## config.mk

```make
export PLATFORM = sky130hd
export DESIGN_NAME = link_bringup_seq
export DESIGN_NICKNAME = d
export VERILOG_FILES = /design/src/rtl/lrb_pkg.sv /design/src/rtl/lrb_delay.sv /design/src/rtl/lrb_fsm.sv /design/src/rtl/lrb_fail_cap.sv /design/src/rtl/link_bringup_seq.sv
export SDC_FILE = /design/constraint.sdc
export NUM_CORES = 1
export LEC_CHECK = 0
export BUFFER_PORTS_ARGS = -buffer_cell sky130_fd_sc_hd__buf_2
export CORE_UTILIZATION = 55
export CTS_BUF_LIST = sky130_fd_sc_hd__clkbuf_2 sky130_fd_sc_hd__clkbuf_4 sky130_fd_sc_hd__clkbuf_8
export DETAILED_ROUTE_END_ITERATION = 6
export PLACE_DENSITY = 0.74
export SYNTH_ARGS = -nofsm -noshare
export SYNTH_HDL_FRONTEND = slang
export SYNTH_SLANG_ARGS = --single-unit
```

## constraint.sdc

```tcl
create_clock -name clk -period 2.56 [get_ports clk]
set_input_delay 0.128 -clock clk [delete_from_list [all_inputs] [get_ports clk]]
set_output_delay 0.128 -clock clk [all_outputs]
set_load 0.02 [all_outputs]
```

## src/rtl/lrb_pkg.sv

```systemverilog
`timescale 1ns/1ps
package lrb_pkg;
  typedef enum logic [2:0] {
    ST_IDLE   = 3'd0,
    ST_ASSERT = 3'd1,
    ST_SETTLE = 3'd2,
    ST_POST   = 3'd3,
    ST_POLL   = 3'd4,
    ST_UP     = 3'd5,
    ST_ERR    = 3'd6
  } lrb_state_e;
endpackage

```

## src/rtl/lrb_delay.sv

```systemverilog
`timescale 1ns/1ps
// Loadable down counter; zero flag is a pure decode of the register.
module lrb_delay #(
  parameter int W = 24
) (
  input  logic         clk,
  input  logic         rst,
  input  logic         load,
  input  logic [W-1:0] load_val,
  output logic         zero
);
  logic [W-1:0] cnt;

  always_ff @(posedge clk) begin
    if (rst) begin
      cnt <= '0;
    end else if (load) begin
      cnt <= load_val;
    end else if (cnt != '0) begin
      cnt <= cnt - W'(1);
    end
  end

  assign zero = (cnt == '0);

  // an expired counter stays expired until reloaded (R2, R3 timing base)
  p_zero_sticky_r2: assert property (@(posedge clk) disable iff (rst)
    (zero && !load) |=> zero);
endmodule

```

## src/rtl/lrb_fsm.sv

```systemverilog
`timescale 1ns/1ps
module lrb_fsm
  import lrb_pkg::*;
#(
  parameter int CW           = 24,
  parameter int HOLD_CYC     = 125,
  parameter int SETTLE_CYC   = 12500000,
  parameter int POST_CYC     = 12500000,
  parameter int POLL_MAX_CYC = 6250000
) (
  input  logic          clk,
  input  logic          rst,
  input  logic          start,
  input  logic          link_up,
  input  logic          main_zero,
  input  logic          iv_zero,
  output logic          main_load,
  output logic [CW-1:0] main_val,
  output logic          iv_load,
  output logic          launch,
  output logic          fail_evt,
  output logic          grp_rst,
  output logic          perst_n,
  output logic          done
);
  lrb_state_e state, nxt;
  logic       win;

  always_comb begin
    nxt       = state;
    main_load = 1'b0;
    main_val  = '0;
    iv_load   = 1'b0;
    launch    = 1'b0;
    fail_evt  = 1'b0;
    win       = 1'b0;
    unique case (state)
      ST_IDLE, ST_UP, ST_ERR: begin
        if (start) begin
          nxt       = ST_ASSERT;
          main_load = 1'b1;
          main_val  = CW'(HOLD_CYC - 1);
          launch    = 1'b1;
        end
      end
      ST_ASSERT: begin
        if (main_zero) begin
          nxt       = ST_SETTLE;
          main_load = 1'b1;
          main_val  = CW'(SETTLE_CYC - 1);
        end
      end
      ST_SETTLE: begin
        if (main_zero) begin
          nxt       = ST_POST;
          main_load = 1'b1;
          main_val  = CW'(POST_CYC - 1);
        end
      end
      ST_POST: begin
        // link_up deliberately not examined here
        if (main_zero) begin
          nxt       = ST_POLL;
          main_load = 1'b1;
          main_val  = CW'(POLL_MAX_CYC - 1);
          iv_load   = 1'b1;
        end
      end
      ST_POLL: begin
        if (iv_zero && link_up) begin
          nxt = ST_UP;
          win = 1'b1;
        end else if (main_zero) begin
          nxt      = ST_ERR;
          fail_evt = 1'b1;
        end else if (iv_zero) begin
          iv_load = 1'b1;
        end
      end
      default: nxt = ST_IDLE;
    endcase
  end

  always_ff @(posedge clk) begin
    if (rst) begin
      state   <= ST_IDLE;
      grp_rst <= 1'b1;
      perst_n <= 1'b0;
      done    <= 1'b0;
    end else begin
      state   <= nxt;
      grp_rst <= (nxt == ST_IDLE) || (nxt == ST_ASSERT) || (nxt == ST_ERR);
      perst_n <= (nxt == ST_POST) || (nxt == ST_POLL) || (nxt == ST_UP);
      done    <= win;
    end
  end

  // start during a running sequence never restarts it
  p_busy_ignore_r8: assert property (@(posedge clk) disable iff (rst)
    ((state == ST_SETTLE) || (state == ST_POST) || (state == ST_POLL)) && start
    |=> (state != ST_ASSERT));

  // a successful port stays up without a new start
  p_up_hold_r6: assert property (@(posedge clk) disable iff (rst)
    (state == ST_UP) && !start |=> (state == ST_UP));

  // post-release wait is never cut short by link_up
  p_post_full_r4: assert property (@(posedge clk) disable iff (rst)
    (state == ST_POST) && !main_zero |=> (state == ST_POST));
endmodule

```

## src/rtl/lrb_fail_cap.sv

```systemverilog
`timescale 1ns/1ps
module lrb_fail_cap #(
  parameter int SW = 6
) (
  input  logic          clk,
  input  logic          rst,
  input  logic          launch,
  input  logic          fail_evt,
  input  logic [SW-1:0] ltssm_state,
  output logic          err,
  output logic [SW-1:0] fail_state
);
  always_ff @(posedge clk) begin
    if (rst) begin
      err        <= 1'b0;
      fail_state <= '0;
    end else if (fail_evt) begin
      err        <= 1'b1;
      fail_state <= ltssm_state;
    end else if (launch) begin
      err        <= 1'b0;
      fail_state <= '0;
    end
  end

  p_clear_on_launch_r9: assert property (@(posedge clk) disable iff (rst)
    launch |=> (!err && (fail_state == '0)));

  p_capture_r7: assert property (@(posedge clk) disable iff (rst)
    fail_evt |=> (err && (fail_state == $past(ltssm_state))));
endmodule

```

## src/rtl/link_bringup_seq.sv

```systemverilog
`timescale 1ns/1ps
module link_bringup_seq #(
  parameter int SW           = 6,
  parameter int HOLD_CYC     = 125,
  parameter int SETTLE_CYC   = 12500000,
  parameter int POST_CYC     = 12500000,
  parameter int POLL_IV_CYC  = 2500,
  parameter int POLL_MAX_CYC = 6250000
) (
  input  logic          clk,
  input  logic          rst_n,
  input  logic          start,
  input  logic          link_up,
  input  logic [SW-1:0] ltssm_state,
  output logic          tl_rst,
  output logic          pipe_rst,
  output logic          bus_rst,
  output logic          perst_n,
  output logic          done,
  output logic          err,
  output logic [SW-1:0] fail_state
);
  localparam int MX_A = (HOLD_CYC > SETTLE_CYC) ? HOLD_CYC : SETTLE_CYC;
  localparam int MX_B = (POST_CYC > POLL_MAX_CYC) ? POST_CYC : POLL_MAX_CYC;
  localparam int MX   = (MX_A > MX_B) ? MX_A : MX_B;
  localparam int CW   = $clog2(MX + 1);
  localparam int IW   = $clog2(POLL_IV_CYC + 1);

  logic          rst;
  logic          main_load, main_zero, iv_load, iv_zero;
  logic [CW-1:0] main_val;
  logic          launch, fail_evt, grp_rst;

  assign rst = ~rst_n;

  lrb_delay #(.W(CW)) u_main (
    .clk(clk), .rst(rst), .load(main_load), .load_val(main_val), .zero(main_zero)
  );

  lrb_delay #(.W(IW)) u_iv (
    .clk(clk), .rst(rst), .load(iv_load), .load_val(IW'(POLL_IV_CYC - 1)),
    .zero(iv_zero)
  );

  lrb_fsm #(
    .CW(CW), .HOLD_CYC(HOLD_CYC), .SETTLE_CYC(SETTLE_CYC),
    .POST_CYC(POST_CYC), .POLL_MAX_CYC(POLL_MAX_CYC)
  ) u_fsm (
    .clk(clk), .rst(rst), .start(start), .link_up(link_up),
    .main_zero(main_zero), .iv_zero(iv_zero),
    .main_load(main_load), .main_val(main_val), .iv_load(iv_load),
    .launch(launch), .fail_evt(fail_evt),
    .grp_rst(grp_rst), .perst_n(perst_n), .done(done)
  );

  lrb_fail_cap #(.SW(SW)) u_cap (
    .clk(clk), .rst(rst), .launch(launch), .fail_evt(fail_evt),
    .ltssm_state(ltssm_state), .err(err), .fail_state(fail_state)
  );

  assign tl_rst   = grp_rst;
  assign pipe_rst = grp_rst;
  assign bus_rst  = grp_rst;

  p_reset_state_r1: assert property (@(posedge clk)
    !rst_n |=> (tl_rst && !perst_n && !done && !err && (fail_state == '0)));

  p_perst_order_r3: assert property (@(posedge clk) disable iff (!rst_n)
    perst_n |-> !tl_rst);

  p_perst_rise_r3: assert property (@(posedge clk) disable iff (!rst_n)
    $rose(perst_n) |-> $past(!bus_rst));

  p_done_pulse_r5: assert property (@(posedge clk) disable iff (!rst_n)
    done |=> !done);

  p_done_up_r6: assert property (@(posedge clk) disable iff (!rst_n)
    done |-> (perst_n && !tl_rst && !err));

  p_err_resets_r7: assert property (@(posedge clk) disable iff (!rst_n)
    err |-> (pipe_rst && !perst_n));

  p_fail_hold_r7: assert property (@(posedge clk) disable iff (!rst_n)
    (err && $past(err)) |-> $stable(fail_state));
endmodule

```

==> reports/metrics.yaml <==
synth_warnings: 0
synth.distinct_cells: 45
dpl_worst_slack_ns: 0.0755
htree_levels: 2
highest_layer: "met4"
syn2layout_area_growth_pct: 12.6
p_total_w: 0.00382
hold_depth: 3
io_pins: 22
p_comb_frac: 0.525
synth_adder_area_share: 0.0147
synth_top_family_by_area: "simple AND/OR/NAND/NOR gates"
ff2ff_path_depth: 6
firstDrtPassIters: 4
cp_top_family: "simple AND/OR/NAND/NOR gates"
drive_above_1_share: 0.161
worstHoldStart: "ltssm_state[3]"
async_flop_share: 0
min_to: "u_cap.fail_state[3]"
grt_max_degree: 33
syn_nets: 315
worst_setup_path_end_kind: "flop"
syn-mean-instance-area_sq_um: 8.45
grt_pass1_wl_microns: 9380
grt_pass1_vias: 2074
layout_min_cycle_time_ns: 2.46
ys.flop_type: "dfxtp_1"
die_w_microns: 70.1
rows: 24
grt_use_total: 0.235
slew_headroom: 0.663
drt-wirelength-per-cell_microns: 14.1
wl_met3_microns: 243
final_nets: 342
r2r_slack_ns: 0.1
p_seq_frac: 0.326
worstHoldPathType: "input port to flop"
grt_remaining_overflow: 0
drtIter0Drc: 107
switching_share: 0.408
r2r_end: "u_main.cnt[13]"
synth-seq-cells: 49
synth.area.top_cells: "dfxtp_1, nand2_1, xnor2_1, a21boi_1, xor2_1"
synth_xor_area_frac: 0.106
synth_top_cell_by_area: "dfxtp_1"
crit_arrival_ns: 2.68
antenna_found_initial: 0
cp_max_fo: 6
yosys.cell_count.top_type: "dfxtp_1"
cts_tree: "done"
hold_viol: 0
synth_mux_area_frac: 0.0167
fin_skew_ns: 0.00975
cp-startpoint: "u_main.cnt[2]"
clkPwrFrac: 0.149
rsz0062_at_grt: "no"
fin_crit_sh: 0.962
root_buffer: "clkbuf_8"
setup-violations-final: 0
dp_hpwl_microns: 3870
synth_edf_count: 0
setup.worst_path.class: "flop to flop"
seq_area_frac_synth: 0.384
vias_per_cell: 5.77
dr_wl_met2_microns: 2470
r2r-start: "u_main.cnt[2]"
path_clk_slew_ns: 0.09
cts_setup_buffers: 0
outcome: "finished clean"
numPortBuffers: 21
path_buf_inv: 1
synthTopCellsByCount: "dfxtp_1, nand2_1, nor2_1"
drv_cap: 0
critPathMaxStageDelay_ns: 0.56
drc: 0
ctsLongestPathBuffers: 2
wl_met1_microns: 2610
globalplace.congestion: 0.803
num_antenna_cells: 0
dieHeight_microns: 70.1
syn_area_sq_mm: 0.00255
setup_ws_ns: 0.0978
synth_compound_area_frac: 0.139
final_antenna_net_count: 0
die-area_sq_mm: 0.00492
cts_inserted_buffers: 5
synth_cells: 302
fmax_mhz: 406
slowest_stage: "or4_1"
tightest_slew_ns: 0.505
hold_buffers: 0
fin_setup_tns_ns: 0
clkLatencyLatePin_ns: 0.31
pwr_density_cell_mw_per_mm2: 1330
slew_viol_final: 0
fin_util: 0.651
p_sw_w: 0.00156
drt-total-wl_microns: 5370
cellLeakagePower_nw: 1.15
via_count: 2205
coreArea_sq_mm: 0.00441
ir_worst_vdd_mv: 0.669
start_util: 0.578
synth-simple-area-share: 0.308
cp_data_required_time_ns: 2.78
clkSinkCount: 49
start_kind: "flop"
p_int_w: 0.00226
path_cells: "or4_1 -> or3_1 -> nor4_4 -> buf_4 -> o211ai_1 -> a21oi_1"
yosysTopAreaCellShare: 0.384
-- registers in the layout, summed over array words and instances (netlist names) --
name,flops
u_fsm.grp_rst,1
u_fsm.done,1
u_fsm.state,3
u_cap.fail_state,6
u_fsm.perst_n,1
u_iv.cnt,12
u_main.cnt,24
u_cap.err,1
-- worst register-to-register path, delay by kind of cell, from the launching register on --
family                 cells  cell delay [ns]
AO/OA/AOI/OAI              2             0.39
buffers and inverters      1             0.21
flip-flops                 1             0.36
AND/OR/NAND/NOR            3             1.42
-- metrics by stage --
step	hold WS [ns]	instances	cell area [sq um]
5_1_grt	0.0502	382	2880
2_1_floorplan	0.267	302	2550
4_1_cts	0.0464	382	2870
3_5_place_dp	0.376	374	2760
3_3_place_gp	0.372	374	2760
6_report	0.0489	382	2880
-- cell type report --
type	instances	area [sq um]
clock buffer	6	76.3
fill	368	1540
clock inverter	2	38.8
tap	52	65.1
sequential	49	981
inverter	4	15.0
multi-input combinational	235	1500
timing repair buffer	34	203
-- logic make-up after synthesis --
| logic type | Yosys count |
|---|---|
| flops | 49 |
| compound gates | 55 |
| xor+xnor | 31 |
| fa+ha+maj | 3 |
| mux | 4 |
| buf+inv | 18 |
| simple gates | 142 |
-- cell usage in the layout, fill, tap and decap left out, types with 2 or more instances in the layout --
master | netlist | routed
a21oi_1 | 16 | 16
ha_1 | 3 | 3
mux2_2 | 2 | 2
xor2_1 | 14 | 14
xnor2_1 | 17 | 17
nand2b_1 | 4 | 4
or3_1 | 5 | 5
mux2i_1 | 2 | 2
nor3_1 | 7 | 7
and3_1 | 3 | 3
nand3b_1 | 3 | 3
nor4_4 | 2 | 2
or4_4 | 2 | 3
o21ai_1 | 6 | 6
nor4b_1 | 3 | 3
nand2_1 | 45 | 45
clkbuf_8 | 0 | 5
and2_1 | 7 | 7
nand4b_1 | 2 | 2
nand3_1 | 10 | 10
a21boi_1 | 18 | 18
nor4_1 | 5 | 5
or4_1 | 8 | 7
nor2_1 | 24 | 24
a31oi_1 | 2 | 2
o21ai_0 | 3 | 3
o211ai_1 | 4 | 4
or3b_2 | 2 | 2
dfxtp_1 | 49 | 49
buf_2 | 3 | 21
inv_1 | 4 | 4
nor2b_1 | 4 | 4
buf_4 | 2 | 13
-- power by group through the flow --
stage          logic, W  registers (W)  clock network (W)
2_1_floorplan   0.00154        0.00119                  0
3_3_place_gp    0.00195        0.00124                  0
3_5_place_dp    0.00197        0.00125                  0
4_1_cts         0.00199        0.00124           0.000579
5_1_grt         0.00224        0.00128           0.000607
6_report        0.00201        0.00125           0.000571
-- worst max path at each step --
stage | to | slack, ns | cells after the start
6_report | u_main.cnt[13] | 0.1 | 6
5_1_grt | u_fsm.perst_n | 0.03 | 7
4_1_cts | u_main.cnt[13] | 0.05 | 6
3_5_place_dp | u_main.cnt[2] | 0.08 | 6
3_3_place_gp | u_main.cnt[2] | 0.14 | 6
2_1_floorplan | u_main.cnt[2] | 0.17 | 7
-- routing by layer --
layer | vias up | global-route usage
met1 | 1035 | 0.319
li1 | 1117 | -
met2 | 46 | 0.371
met5 | - | 0
met4 | 0 | 0.0822
met3 | 7 | 0.0491
-- what timing repair did --
item | CTS | global route
setup endpoints to repair | 0 | 6
gates resized for setup | 0 | 1
endpoints found under the hold margin | 0 | 0
Note: power is estimated with default switching activity, not from simulation.
